### config.mk
export PLATFORM = sky130hd
export DESIGN_NAME = pic8_regport
export DESIGN_NICKNAME = d
export VERILOG_FILES = /design/src/rtl/pic_pkg.sv /design/src/rtl/pic_cmd_decode.sv /design/src/rtl/pic_setup_seq.sv /design/src/rtl/pic_lowest.sv /design/src/rtl/pic8_regport.sv
export SDC_FILE = /design/constraint.sdc
export NUM_CORES = 1
export LEC_CHECK = 0
export ABC_AREA = 1
export BUFFER_PORTS_ARGS = -buffer_cell sky130_fd_sc_hd__buf_4
export CAP_MARGIN = 20
export CORE_UTILIZATION = 64
export CTS_BUF_LIST = sky130_fd_sc_hd__clkbuf_4
export CTS_CLUSTER_DIAMETER = 30
export DETAILED_ROUTE_END_ITERATION = 12
export PLACE_DENSITY = 0.85
export SYNTH_ARGS = -nofsm -noshare
export SYNTH_HDL_FRONTEND = slang
export SYNTH_SLANG_ARGS = --single-unit
### constraint.sdc
create_clock -name clk -period 2.7 [get_ports clk]
set_clock_uncertainty 0.2 [all_clocks]
set_input_delay 0.54 -clock clk [delete_from_list [all_inputs] [get_ports clk]]
set_output_delay 0.54 -clock clk [all_outputs]
set_load 0.02 [all_outputs]
### src/rtl/pic_pkg.sv
`timescale 1ns/1ps
package pic_pkg;
  localparam int unsigned IRQ_N = 8;
  localparam int unsigned IDX_W = $clog2(IRQ_N);
  localparam int unsigned BYTE_W = 8;

  typedef enum logic [1:0] {
    PH_IDLE = 2'd0,
    PH_BASE = 2'd1,
    PH_CASC = 2'd2,
    PH_LAST = 2'd3
  } setup_ph_t;

  typedef enum logic [1:0] {
    VIEW_POLL = 2'd0,
    VIEW_PEND = 2'd1,
    VIEW_SERV = 2'd2
  } view_t;

  typedef struct packed {
    logic             view_ld;
    view_t            view;
    logic             eoi_all;
    logic             eoi_one;
    logic [IDX_W-1:0] idx;
  } cmd_t;
endpackage

### src/rtl/pic_cmd_decode.sv
`timescale 1ns/1ps
module pic_cmd_decode
  import pic_pkg::*;
(
  input  logic [BYTE_W-1:0] code,
  output cmd_t              cmd
);
  logic [BYTE_W-IDX_W-1:0] hi;
  logic                    lo_nz;

  always_comb begin
    hi    = code[BYTE_W-1:IDX_W];
    lo_nz = |code[IDX_W-1:0];
    cmd   = '0;
    cmd.idx = code[IDX_W-1:0];
    unique case (code)
      8'h0A: begin cmd.view_ld = 1'b1; cmd.view = VIEW_PEND; end
      8'h0B: begin cmd.view_ld = 1'b1; cmd.view = VIEW_SERV; end
      8'h0C: begin cmd.view_ld = 1'b1; cmd.view = VIEW_POLL; end
      8'h20: cmd.eoi_all = 1'b1;
      default: begin
        cmd.eoi_one = ((hi == 5'b00100) && lo_nz) ||
                      (hi == 5'b01100) || (hi == 5'b11100);
      end
    endcase
  end
endmodule

### src/rtl/pic_setup_seq.sv
`timescale 1ns/1ps
module pic_setup_seq
  import pic_pkg::*;
(
  input  logic      clk,
  input  logic      rst_n,
  input  logic      start,
  input  logic      abort,
  input  logic      step,
  input  logic      cfg_single,
  input  logic      cfg_last,
  output setup_ph_t phase,
  output logic      base_ld,
  output logic      busy
);
  setup_ph_t ph_q, ph_d;
  logic      single_q, single_d;
  logic      last_q, last_d;
  logic      cfg_en;

  always_comb begin
    ph_d     = ph_q;
    cfg_en   = start;
    single_d = cfg_single;
    last_d   = cfg_last;
    if (start) begin
      ph_d = PH_BASE;
    end else if (abort) begin
      ph_d = PH_IDLE;
    end else if (step) begin
      unique case (ph_q)
        PH_BASE: ph_d = !single_q ? PH_CASC : (last_q ? PH_LAST : PH_IDLE);
        PH_CASC: ph_d = last_q ? PH_LAST : PH_IDLE;
        PH_LAST: ph_d = PH_IDLE;
        default: ph_d = PH_IDLE;
      endcase
    end
  end

  always_ff @(posedge clk or negedge rst_n) begin
    if (!rst_n) begin
      ph_q     <= PH_IDLE;
      single_q <= 1'b0;
      last_q   <= 1'b0;
    end else begin
      ph_q <= ph_d;
      if (cfg_en) begin
        single_q <= single_d;
        last_q   <= last_d;
      end
    end
  end

  assign phase   = ph_q;
  assign busy    = (ph_q != PH_IDLE);
  assign base_ld = step && !start && !abort && (ph_q == PH_BASE);
endmodule

### src/rtl/pic_lowest.sv
`timescale 1ns/1ps
module pic_lowest #(
  parameter int unsigned N = 8,
  localparam int unsigned W = $clog2(N)
) (
  input  logic [N-1:0] req,
  output logic         any,
  output logic [W-1:0] idx,
  output logic [N-1:0] onehot
);
  logic [N-1:0] seen;

  always_comb begin
    seen[0] = 1'b0;
    for (int i = 1; i < N; i++) seen[i] = seen[i-1] | req[i-1];
  end

  genvar g;
  generate
    for (g = 0; g < N; g++) begin : g_pick
      assign onehot[g] = req[g] & ~seen[g];
    end
  endgenerate

  always_comb begin
    idx = '0;
    for (int i = 0; i < N; i++) if (onehot[i]) idx = idx | W'(i);
  end

  assign any = |req;
endmodule

### src/rtl/pic8_regport.sv
`timescale 1ns/1ps
module pic8_regport
  import pic_pkg::*;
#(
  parameter bit SECONDARY = 1'b0
) (
  input  logic              clk,
  input  logic              rst_n,
  input  logic              bus_addr,
  input  logic              bus_wr,
  input  logic              bus_rd,
  input  logic [BYTE_W-1:0] bus_wdata,
  output logic [BYTE_W-1:0] bus_rdata,
  input  logic [IRQ_N-1:0]  irq_in,
  input  logic              ack_in,
  output logic [BYTE_W-1:0] vec_out,
  output logic              irq_out
);
  localparam int unsigned BASE_W = BYTE_W - IDX_W;
  localparam logic [BASE_W-1:0] BASE_RST = SECONDARY ? BASE_W'(1) : '0;

  logic [IRQ_N-1:0]  pend_q, pend_d, serv_q, serv_d, mask_q, prev_q;
  logic [BASE_W-1:0] base_q;
  logic [BYTE_W-1:0] vec_q, vec_d;
  view_t             view_q;
  cmd_t              cmd;
  setup_ph_t         phase;
  logic              base_ld, busy;
  logic              wr0, wr1, start, cmd_wr, mask_en, view_en, vec_en;
  logic [IRQ_N-1:0]  rise, cmd_onehot, pend_clr, serv_clr;
  logic              poll_any, ack_any, ack_go;
  logic [IDX_W-1:0]  poll_idx, ack_idx;
  logic [IRQ_N-1:0]  poll_oh, ack_oh;
  logic [BYTE_W-1:0] view_data;

  assign wr0    = bus_wr && !bus_addr;
  assign wr1    = bus_wr && bus_addr;
  assign start  = wr0 && bus_wdata[4];
  assign cmd_wr = wr0 && !bus_wdata[4];

  pic_cmd_decode u_dec (.code(bus_wdata), .cmd(cmd));

  pic_setup_seq u_seq (
    .clk(clk), .rst_n(rst_n), .start(start), .abort(cmd_wr), .step(wr1),
    .cfg_single(bus_wdata[1]), .cfg_last(bus_wdata[0]),
    .phase(phase), .base_ld(base_ld), .busy(busy)
  );

  pic_lowest #(.N(IRQ_N)) u_poll (
    .req(pend_q), .any(poll_any), .idx(poll_idx), .onehot(poll_oh)
  );

  pic_lowest #(.N(IRQ_N)) u_pick (
    .req(pend_q & ~mask_q), .any(ack_any), .idx(ack_idx), .onehot(ack_oh)
  );

  always_comb begin
    rise       = irq_in & ~prev_q;
    cmd_onehot = IRQ_N'(1) << cmd.idx;
    ack_go     = ack_in && ack_any;
    mask_en    = wr1 && !busy;
    view_en    = cmd_wr && cmd.view_ld;
    vec_en     = ack_go;
    vec_d      = {base_q, ack_idx};
    pend_clr   = '0;
    serv_clr   = '0;
    if (cmd_wr && cmd.eoi_all) begin
      pend_clr = serv_q;
      serv_clr = '1;
    end else if (cmd_wr && cmd.eoi_one) begin
      pend_clr = cmd_onehot;
      serv_clr = cmd_onehot;
    end
    if (ack_go) pend_clr = pend_clr | ack_oh;
    pend_d = (pend_q & ~pend_clr) | rise;
    serv_d = (serv_q & ~serv_clr) | (ack_go ? ack_oh : '0);
  end

  always_ff @(posedge clk or negedge rst_n) begin
    if (!rst_n) begin
      pend_q <= '0;
      serv_q <= '0;
      mask_q <= '0;
      prev_q <= '0;
      base_q <= BASE_RST;
      vec_q  <= '0;
      view_q <= VIEW_POLL;
    end else begin
      pend_q <= pend_d;
      serv_q <= serv_d;
      prev_q <= irq_in;
      if (mask_en) mask_q <= bus_wdata;
      if (base_ld) base_q <= bus_wdata[BYTE_W-1:IDX_W];
      if (vec_en)  vec_q  <= vec_d;
      if (view_en) view_q <= cmd.view;
    end
  end

  always_comb begin
    unique case (view_q)
      VIEW_PEND: view_data = pend_q;
      VIEW_SERV: view_data = serv_q;
      default:   view_data = poll_any ? {1'b1, {(BYTE_W-IDX_W-1){1'b0}}, poll_idx} : '0;
    endcase
  end

  assign bus_rdata = !bus_rd ? '0 : (bus_addr ? mask_q : view_data);
  assign vec_out   = vec_q;
  assign irq_out   = |(pend_q & ~mask_q);
endmodule

Yosys cells after proc, flatten, opt, wreduce, memory -nomap -nowiden. Index checks and enable logic that the tools add are counted.

Output and inout bits: 17. Register bits after elaboration: 51.

Reduce and logical (&&, ||, !) cells: 26. Shifts and indexed selects: 1. Equality and inequality tests: 11. Bitwise gates (word level): 51. Mux-type cells: 32.

Operator list (count): two-way mux 8 bit (8); bitwise AND 8 bit (4); NOT 8 bit (4); == test 8 x 4 -> 1 bit, second input constant (3); two-way mux 3 bit (8); OR 8 bit (3); two-way mux 2 bit (9); one-hot mux 8 bit (2 select lines) (1); OR reduction 8 bit (2); bitwise AND 1 bit (14); NOT 1 bit (14); logical AND 1 bit (13); OR 1 bit (12); one-hot mux 3 bit (3 select lines) (1); == test 8 x 6 -> 1 bit, second input constant (1); << shifter 1 x 3 -> 8 bit, first input constant (1); == test 5 x 3 -> 1 bit, second input constant (1); == test 5 x 4 -> 1 bit, second input constant (1); == test 5 bit, second input constant (1); logical NOT 1 bit (5); == test 2 x 1 -> 1 bit, second input constant (2); == test 2 bit, second input constant (2); two-way mux 1 bit (4); one-hot mux 2 bit (2 select lines) (1); other kinds (5) (6).

Longest topological paths before layout. Gate-level depths: netlist (run 1).

Depth in word-level cells: 15. Depth in mapped cells: 10. Depth with buffers taken out: 10.

Modules after synthesis. From an unflattened synthesis (run 1), not the netlist that was laid out.

Cell total of the unflattened synthesis: 435. Area total of the unflattened synthesis: 3226.8 um^2.

By module, submodules not included: pic8_regport (seq. area each 1176.1 um^2, instances 1, cells an instance 315, area each 2452.4 um^2); pic_lowest (seq. area each 0.0 um^2, instances 2, cells an instance 30, area each 182.7 um^2); pic_setup_seq (seq. area each 100.1 um^2, instances 1, cells an instance 37, area each 279.0 um^2); pic_cmd_decode (seq. area each 0.0 um^2, instances 1, cells an instance 23, area each 130.1 um^2).

Least setup slack after synthesis (run 1). No wires, ideal clock.

Path kind: flip-flop to output port. Start point: register view_q[0]. End point: output port bus_rdata[1]. Stages on the path, launching flop included: 8. Arrival time: 1.447 ns. Path slack: 0.513 ns. Buffers on the path: 0. Cell sequence: dfrtp_1 inv_1 ha_1 inv_1 nor2_1 nand3_1 nand2_1 nor3_1.

Longest elaborated chain between the ends: 4. Elaborated cells on any way between the ends: 5.

Ends and longest elaborated chain: from (decl) (RTL line pic8_regport.sv:25) `view_t view_q;`; from (signal assigned) (RTL line pic8_regport.sv:95) `if (view_en) view_q <= cmd.view;`; == test 2 bit or == test 2 x 1 -> 1 bit (tied branches) (RTL line pic8_regport.sv:100) `unique case (view_q)`; one-hot mux 8 bit (2 select lines) * (RTL line pic8_regport.sv:100); two-way mux 8 bit * (2 in a row) (RTL line pic8_regport.sv:107) `assign bus_rdata = !bus_rd ? '0 : (bus_addr ? mask_q : view_data);`; to (decl) (RTL line pic8_regport.sv:13) `output logic [BYTE_W-1:0] bus_rdata,`.

Mark *: on every way between the ends. The rest lies on a longest branch, timed or not.

Final worst setup path (run 1).
Start point: register view_q[0]. End point: output port bus_rdata[2].

Same word-level chain as after synthesis.

==> implementation parameters, run 1 <==
Parameter                              Value

Pwr
  Leakage dissipation ... 0.00173 uW
  Power density of the placed cells ... 625 mW/mm2
  Portion of total power attributed to sequential cells ... 51.7%
  Switching portion of total power ... 38.2%
  Cell-internal power ... 1230 uW
  Switch Pwr ... 760 uW
  Power share of the clock group ... 16.9%
  Comb pwr share ... 31.4%
  Worst vdd ir ... 0.400 mV

Min path
  Class of the most critical hold timing path ... in2reg

Critical path
  Launching point of the worst reg2reg path ... pend_q[4]
  Largest fanout on the critical path ... 3
  Slack of the worst reg-to-reg path ... 0.97 ns
  Reg-to-reg endpoint ... vec_out[1]
  Data required time at the worst endpoint ... 1.96 ns
  Critical path class ... reg2out
  Worst Reg2Reg Path Length in Cells ... 10
  Worst setup path startpoint ... view_q[0]
  Worst Setup End Kind ... output port
  Worst setup path endpoint ... bus_rdata[2]
  Crit path arrival time ... 1.88 ns
  Element type at the critical path start ... flop

CTS
  Clock tree from TritonCTS ... yes
  Clock Path Buffers ... 2
  TritonCTS buffer count ... 5
  Worst-skew pair later-pin latency ... 0.38 ns
  Count of clock tree sinks ... 51
  Clock-pin transition on the worst setup and hold timing paths ... 0.15 ns
  Maximum level of the CTS H-tree ... 2
  Post-CTS Setup Bufs ... 0
  CTS root buffer ... clkbuf_4

Placed design
  Total placed instance area ... 0.00311 mm2
  Placed cell count ... 448
  Number of port buffers ... 38
  Post-DP HPWL ... 5400 um
  Routability cong. ... 0.915

Final layout
  ANT cells ... 0
  Share of post-route cells with drive strength above 1 ... 20.0%
  Number of fill cells in the layout ... 321
  Area of all placed cells without fillers ... 0.00318 mm2
  Final instance count without filler cells ... 456
  Area overhead of the layout relative to synthesis ... 13.6%
  Net count reported at finish ... 433

Synthesis
  Cell taking the most area after synthesis ... dfrtp_1
  Cells after synthesis ... 365
  Proportion of netlist area held by the largest area contributor ... 45.6%
  Sequential-to-total area share from yosys stat ... 45.6%
  Number of synthesized flops with an enable pin ... 0
  Primary FF master, synth ... dfrtp_1
  Number of different library cells in the post-synthesis netlist ... 28
  Portion of netlist area occupied by mux cells ... 0%
  Compound-cell area share of the yosys netlist ... 11.3%
  Area contributors post-synth ... dfrtp_1, nand2_1, inv_1
  Syn Nets ... 392
  Netlist area before placement ... 0.00280 mm2
  Post-synthesis share of cell area spent on xor and xnor gates ... 0%
  Largest family of logic cells by synthesized area ... simple AND/OR/NAND/NOR gates
  Number of synthesized register bits ... 51
  Synth warnings ... 0
  Mean Syn Cell Area ... 7.66 um2
  Arithmetic-cell share of the synthesized area counting full adders, half adders and majority gates ... 2.24%
  Synthesized-area fraction occupied by and/or/nand/nor cells ... 31.3%
  Post-synth ARST share ... 100%

Floorplanning
  Die boundary height ... 68.1 um
  Die X-Extent ... 68.1 um
  Starting Density ... 68.4%
  Full die area ... 0.00464 mm2
  Number of standard-cell rows in the floorplan ... 23
  Std-Cell Core Area ... 0.00409 mm2
  I/O pin count ... 39

Routing
  Violation count after the first detailed-route iteration ... 152
  Number of nets still failing antenna checks after routing ... 0
  Detailed-route via count ... 2599
  Post-detailed-routing wire length ... 6970 um
  Number of vias per cell ... 5.70
  Residual DRC count ... 0
  Average wire per standard cell ... 15.3 um
  First-pass iteration count of the detailed router ... 5

STA
  Transition time at the pin with the least slew margin ... 0.646 ns
  Relative slew margins ... 56.9%
  Setup_tns ... 0 ns
  Max Fclk ... 0.382 GHz
  Final critical-path required period ... 2.62 ns
  Final Hold Viols ... 0
  Setup repair after global routing missed its margin ... false
  Worst Hold Margin ... 0.0601 ns
  Pins Over Slew Limit ... 0
  Ratio of final minimum period to clock period ... 97.0%
  Final-report setup violation count ... 0

Global routing
  Global-route wire length before repair ... 11000 um
  Largest net degree at the start of global routing ... 52
  Via count of the first global-routing pass ... 2388
  Overall global routing resource usage ... 32.8%
  Total global routing overflow ... 0
  Antenna violations before repair ... 0

Outcome
  Status ... complete, no violations

Run
  Number of max-cap violations ... 0
cell usage after synthesis, drive strengths merged, types with 4 or more instances:
cell type  number
nand2         113
inv            61
dfrtp          51
o21ai          33
nand3          32
nor2           27
a21oi          11
nor3            8
nand4           7
ha              5
o22ai           5
buf             4
area by class of cell:
type / instances / area (um2) / area share, %
Clock buffer: 5 / 37.5 / 1.18
Clock inverter: 2 / 12.5 / 0.394
Inverter: 61 / 229 / 7.20
Multi-Input combinational cell: 248 / 1260 / 39.8
Sequential cell: 51 / 1280 / 40.2
Tap cell: 50 / 62.6 / 1.97
Timing Repair Buffer: 39 / 295 / 9.29
registers in the layout (all words and copies together) (netlist names), 2 cells and up:
register / cells
pend_q: 8
vec_out: 8
mask_q: 8
view_q: 2
serv_q: 8
u_seq.phase: 2
base_q: 5
prev_q: 8
worst max-delay path, cell delays in order, from the launching register on:
cell     delay, ns
dfrtp_1       0.38
inv_1         0.07
ha_1          0.34
inv_1         0.10
nor2_1        0.19
nand3_1       0.14
nand3_1       0.10
inv_1         0.05
buf_4         0.15
worst min-delay path by stage:
stage,depth (start not counted),to,from
floorplan,0,base_q[0],rst_n
global placement,1,pend_q[6],prev_q[6]
detailed placement,1,pend_q[6],prev_q[6]
CTS,1,prev_q[2],irq_in[2]
global route,1,prev_q[2],irq_in[2]
finish,1,prev_q[2],irq_in[2]
per-stage QoR:
step	setup slack, ns	util [%]	total power (uW)
2_1_floorplan	0.513	-	1420
3_3_place_gp	0.462	76.0	1630
3_5_place_dp	0.455	76.0	1650
4_1_cts	0.0472	77.5	1980
5_1_grt	0.00765	77.8	2100
6_report	0.0820	77.8	1990
what timing repair did:
action / in CTS / in global routing
setup endpoints to repair: 0 / 3
endpoints found under the hold margin: 43 / 0
resized for setup: 0 / 3
hold buffers: 1 / 0
per-layer routing:
layer  routed length, um  GRT usage (%)
met1                2910           42.0
met2                3310           53.2
met3                 496           6.17
met4                 259           15.6
met5                   0              0
power groups by stage:
stage	Combinational, uW	Clock (uW)	Sequential [uW]
3_5_place_dp	614	0	1040
6_report	623	336	1030
5_1_grt	692	365	1040
2_1_floorplan	386	0	1040
3_3_place_gp	592	0	1030
4_1_cts	617	343	1020
cells in the final DEF, fill, tap and decap left out, drive strengths merged:
cell type    netlist  final
nand2            113    113
inv               61     62
dfrtp             51     51
buf                4     38
o21ai             33     33
nand3             32     32
nor2              27     27
a21oi             11     11
nor3               8      8
nand4              7      7
o22ai              5      5
ha                 5      5
clkbuf             1      5
o211ai             2      2
o221ai             2      2
and2               1      1
a221oi             1      1
o2111ai            1      1
clkinv             0      1
dlygate4sd3        0      1
cell families after synthesis:
family                   after synthesis
AND/OR/NAND/NOR                      188
buffers and inverters                 66
AO/OA/AOI/OAI                         55
flip-flops                            51
adder cells (fa/ha/maj)                5
Power figures use the tool's default switching activity.
==> run 2: changes to the inputs <==
--- a/config.mk
+++ b/config.mk
@@ -8,6 +8,7 @@
 export ABC_AREA = 1
 export BUFFER_PORTS_ARGS = -buffer_cell sky130_fd_sc_hd__buf_4
 export CAP_MARGIN = 20
+export CORE_ASPECT_RATIO = 1.25
 export CORE_UTILIZATION = 64
 export CTS_BUF_LIST = sky130_fd_sc_hd__clkbuf_4
 export CTS_CLUSTER_DIAMETER = 30
==> run 2 against run 1 <==
  * Critical path depth decreased by 1
  * Sequential share of layout area is 1.1 points lower
  * Clock-buffer cell count unchanged
  * Cell area grew 2.6%
==> implementation parameters, run 2 (same netlist as run 1, synthesis figures left out) <==
Parameter                              Value

Pwr
  Total Power Consumption ... 2100 uW
  Leakage dissipation ... 0.00176 uW
  Worst vdd ir ... 0.446 mV
  Power density of the placed cells ... 644 mW/mm2

STA
  Pins Over Slew Limit ... 0
  Relative slew margins ... 56.8%
  Setup_tns ... 0 ns
  Max Fclk ... 0.373 GHz
  Ratio of final minimum period to clock period ... 99.3%
  Final-report setup violation count ... 0
  Final Hold Viols ... 0
  Transition time at the pin with the least slew margin ... 0.649 ns
  Worst Hold Margin ... 0.0588 ns
  Final critical-path required period ... 2.68 ns

Routing
  Metal2 WL ... 3440 um
  First-pass iteration count of the detailed router ... 5
  Residual DRC count ... 0
  Number of nets still failing antenna checks after routing ... 0
  Highest metal layer with signal wires ... met4
  Post-detailed-routing wire length ... 6890 um
  Average wire per standard cell ... 14.8 um
  Detailed-route via count ... 2625
  Violation count after the first detailed-route iteration ... 222
  Wire length on met1 ... 2770 um
  Number of vias per cell ... 5.65
  Detailed-routed wire length on met3 ... 455 um

Min path
  Hold Path Origin ... irq_in[4]
  Endpoint with the worst hold slack ... prev_q[4]
  Number of stages on the worst hold path ... 1
  Class of the most critical hold timing path ... in2reg

Floorplanning
  Die X-Extent ... 61.1 um
  Starting Density ... 67.7%
  Full die area ... 0.00464 mm2
  Number of standard-cell rows in the floorplan ... 26
  I/O pin count ... 39
  Die boundary height ... 75.9 um
  Std-Cell Core Area ... 0.00413 mm2

Final layout
  Area overhead of the layout relative to synthesis ... 16.6%
  Final core utilization ... 78.9%
  Final instance count without filler cells ... 465
  Net count reported at finish ... 435
  Number of fill cells in the layout ... 323
  Leading cell types in the layout, fill and taps excluded ... nand2_1, dfrtp_1, inv_1
  Share of post-route cells with drive strength above 1 ... 22.0%
  ANT cells ... 0
  Most frequent standard cell in the layout excluding fill and tap cells ... nand2_1

Run
  Number of max-cap violations ... 0

Global routing
  Antenna violations before repair ... 0
  Largest net degree at the start of global routing ... 52
  Total global routing overflow ... 0
  Global-route wire length before repair ... 11100 um
  Via count of the first global-routing pass ... 2505
  Overall global routing resource usage ... 32.3%

Critical path
  Worst Setup End Kind ... output port
  Largest fanout on the critical path ... 2
  Critical path class ... reg2out
  Crit path arrival time ... 1.94 ns
  Worst Reg2Reg Path Length in Cells ... 10
  Element type at the critical path start ... flop
  Slack of the worst reg-to-reg path ... 1.01 ns
  Launching point of the worst reg2reg path ... pend_q[4]
  Reg-to-reg endpoint ... vec_out[1]
  Data required time at the worst endpoint ... 1.96 ns

CTS
  Count of clock tree sinks ... 51
  TritonCTS buffer count ... 5
  Worst-skew pair later-pin latency ... 0.38 ns
  CTS root buffer ... clkbuf_4
  Clock Path Buffers ... 2
  Maximum level of the CTS H-tree ... 2
  Clock-pin transition on the worst setup and hold timing paths ... 0.15 ns
  Clock tree from TritonCTS ... yes

Placed design
  Placed cell count ... 454
  Routability cong. ... 0.905
  Number of port buffers ... 38
  Post-DP HPWL ... 5140 um

Outcome
  Status ... complete, no violations
==> run 2: worst max path at each step <==
stage	from	to	slack (ns)	depth (start not counted)
after global placement	bus_addr	bus_rdata[7]	0.45	6
after floorplan	view_q[0]	bus_rdata[1]	0.51	7
after CTS	view_q[0]	bus_rdata[7]	0.03	8
after global routing	view_q[0]	bus_rdata[7]	-0.01	8
after detailed placement	bus_addr	bus_rdata[7]	0.36	6
final	view_q[0]	bus_rdata[7]	0.02	7
==> run 2: area by class of cell <==
class | instances | area (um2) | area share (%)
clock buffers | 5 | 37.5 | 1.15
clock inverters | 3 | 42.5 | 1.30
inverters | 61 | 229 | 7.02
multi-input cells | 248 | 1290 | 39.6
flip-flops and latches | 51 | 1280 | 39.1
well taps | 56 | 70.1 | 2.15
repair buffers | 41 | 314 | 9.63
==> run 2: what timing repair did <==
item / CTS / global route
hold buffers: 1 / 0
resized for setup: 2 / 9
setup endpoints to repair: 1 / 5
endpoints found under the hold margin: 51 / 0
pin swaps: 0 / 2
setup buffers: 0 / 2
==> run 2: report_power, final <==
part           switching, uW  internal (uW)
Sequential               114            901
Combinational            396            235
Clock                    259            196
==> run 2: critical path, cell delays in order (launching register included) <==
cell	delay, ns
dfrtp_1	0.42
inv_1	0.09
ha_2	0.30
nor2_4	0.12
inv_1	0.08
a221oi_2	0.32
nor3_4	0.09
buf_6	0.14
==> run 2: stage by stage <==
step	cell area [um2]	worst slack [ns]
finish	3260	0.0182
global route	3260	-0.0113
CTS	3220	0.0336
detailed placement	3110	0.361
global placement	3110	0.448
floorplan	2800	0.513
==> run 2: metal layers <==
metal / track usage, % / up-vias
met5: 0 / -
li1: - / 1262
met4: 13.6 / 0
met1: 40.4 / 1208
met3: 6.83 / 28
met2: 52.5 / 127
==> run 3: changes to the inputs <==
--- a/config.mk
+++ b/config.mk
@@ -9,11 +9,10 @@
 export BUFFER_PORTS_ARGS = -buffer_cell sky130_fd_sc_hd__buf_4
 export CAP_MARGIN = 20
 export CORE_ASPECT_RATIO = 1.25
-export CORE_UTILIZATION = 64
-export CTS_BUF_LIST = sky130_fd_sc_hd__clkbuf_4
+export CORE_UTILIZATION = 62
 export CTS_CLUSTER_DIAMETER = 30
 export DETAILED_ROUTE_END_ITERATION = 12
-export PLACE_DENSITY = 0.85
+export PLACE_DENSITY = 0.82
 export SYNTH_ARGS = -nofsm -noshare
 export SYNTH_HDL_FRONTEND = slang
 export SYNTH_SLANG_ARGS = --single-unit
==> run 3 against run 2 <==
  * Highest routed layer unchanged
  * Cell area fell by 1.0%
  * Via count fell by 1.7%
  * Largest cell class is now registers
  * First-iteration DRC count fell by 18%
==> implementation parameters, run 3 (same netlist as run 1, synthesis figures left out) <==
Parameter                              Value

Outcome
  Status ... complete, no violations

Floorplanning
  I/O pin count ... 39
  Full die area ... 0.00478 mm2
  Number of standard-cell rows in the floorplan ... 26
  Die boundary height ... 77.1 um
  Starting Density ... 66.6%
  Std-Cell Core Area ... 0.00420 mm2
  Die X-Extent ... 62.1 um

CTS
  TritonCTS buffer count ... 5
  Count of hold buffers inserted by post-cts repair ... 0
  CTS root buffer ... clkbuf_8
  PostCTS Resize Cnt ... 0
  Worst-skew pair later-pin latency ... 0.31 ns
  Clock tree from TritonCTS ... yes
  Post-CTS Setup Bufs ... 0
  Maximum level of the CTS H-tree ... 2
  Clock-pin transition on the worst setup and hold timing paths ... 0.09 ns
  Count of clock tree sinks ... 51
  Clock Path Buffers ... 2

Placed design
  Placed cell count ... 454
  Routability cong. ... 0.938
  Post-DP HPWL ... 5360 um
  Number of port buffers ... 38
  Post-Place Worst Slack ... 0.434 ns

Final layout
  Share of post-route cells with drive strength above 1 ... 20.0%
  Most frequent standard cell in the layout excluding fill and tap cells ... nand2_1
  Final instance count without filler cells ... 462
  ANT cells ... 0
  Area overhead of the layout relative to synthesis ... 15.4%
  Leading cell types in the layout, fill and taps excluded ... nand2_1, inv_1, dfrtp_1
  Net count reported at finish ... 432
  Final core utilization ... 76.9%

Pwr
  Worst vdd ir ... 0.478 mV
  Leakage dissipation ... 0.00176 uW
  Power density of the placed cells ... 674 mW/mm2
  Total Power Consumption ... 2180 uW

Global routing
  Largest net degree at the start of global routing ... 52
  Via count of the first global-routing pass ... 2535
  Antenna violations before repair ... 0
  Overall global routing resource usage ... 32.6%
  Total global routing overflow ... 0
  Global-route wire length before repair ... 11500 um

STA
  Setup_tns ... 0 ns
  Relative slew margins ... 57.0%
  Pins Over Slew Limit ... 0
  Final Hold Viols ... 0
  Final critical-path required period ... 2.56 ns
  Worst-case setup margin in the final layout ... 0.141 ns
  Final-report setup violation count ... 0
  Transition time at the pin with the least slew margin ... 0.646 ns
  Ratio of final minimum period to clock period ... 94.8%
  Max Fclk ... 0.391 GHz
  Setup repair after global routing missed its margin ... false

Run
  Number of max-cap violations ... 0

Min path
  Class of the most critical hold timing path ... in2async

Routing
  Average wire per standard cell ... 15.1 um
  Residual DRC count ... 0
  First-pass iteration count of the detailed router ... 5
  Post-detailed-routing wire length ... 6970 um
  Number of vias per cell ... 5.58
  Violation count after the first detailed-route iteration ... 181
  Number of nets still failing antenna checks after routing ... 0
  Detailed-route via count ... 2580

Critical path
  Data required time at the worst endpoint ... 1.96 ns
  Largest fanout on the critical path ... 6
  Element type at the critical path start ... flop
  Crit path arrival time ... 1.82 ns
  Worst Setup End Kind ... output port
  Critical path class ... reg2out
[run 3: final cells by class]
type	count	area, um2
Fill cell	349	970
Clock inverter	3	43.8
Timing Repair Buffer	38	285
Sequential cell	51	1280
Tap cell	56	70.1
Clock buffer	5	68.8
Inverter	61	229
Multi-Input combinational cell	248	1250
[run 3: per-layer routing]
layer  vias to the layer above  part of all wire [%]  GRT usage (%)
met3                        19                   4.7           4.89
met4                         0                   3.4           14.0
met2                        95                    52           54.3
li1                       1244                     -              -
met5                         -                     0              0
met1                      1222                    40           40.2
[run 3: final timing paths]
| check | end | cells past startpoint | slack [ns] | from |
|---|---|---|---|---|
| min in group clk | prev_q[7] | 1 | 0.14 | irq_in[7] |
| max | bus_rdata[7] | 7 | 0.14 | view_q[0] |
| max in group asynchronous | mask_q[2] | 1 | 1.81 | rst_n |
| min | pend_q[5] | 1 | 0.06 | rst_n |
| min reg2reg | pend_q[6] | 1 | 0.26 | prev_q[6] |
| max reg2reg | mask_q[6] | 4 | 0.95 | u_seq.phase[0] |
[run 3: report_power, final]
group / total (uW) / switching, uW / internal, uW
registers: 1020 / 122 / 901
clock network: 531 / 255 / 276
logic: 621 / 395 / 226
total: 2180 / 772 / 1400
[run 3: worst max-delay path, stage by stage, from the launching register on]
cell	delay [ns]
dfrtp_1	0.35
inv_1	0.06
ha_1	0.31
nor2_2	0.22
inv_1	0.09
a221oi_1	0.23
nor3_1	0.09
buf_4	0.16
[run 3: metrics by stage]
stage          area (um2)  hold slack (ns)
2_1_floorplan        2800           0.0444
4_1_cts              3230           0.0742
5_1_grt              3230            0.113
3_3_place_gp         3110            0.214
3_5_place_dp         3110            0.235
6_report             3230           0.0591
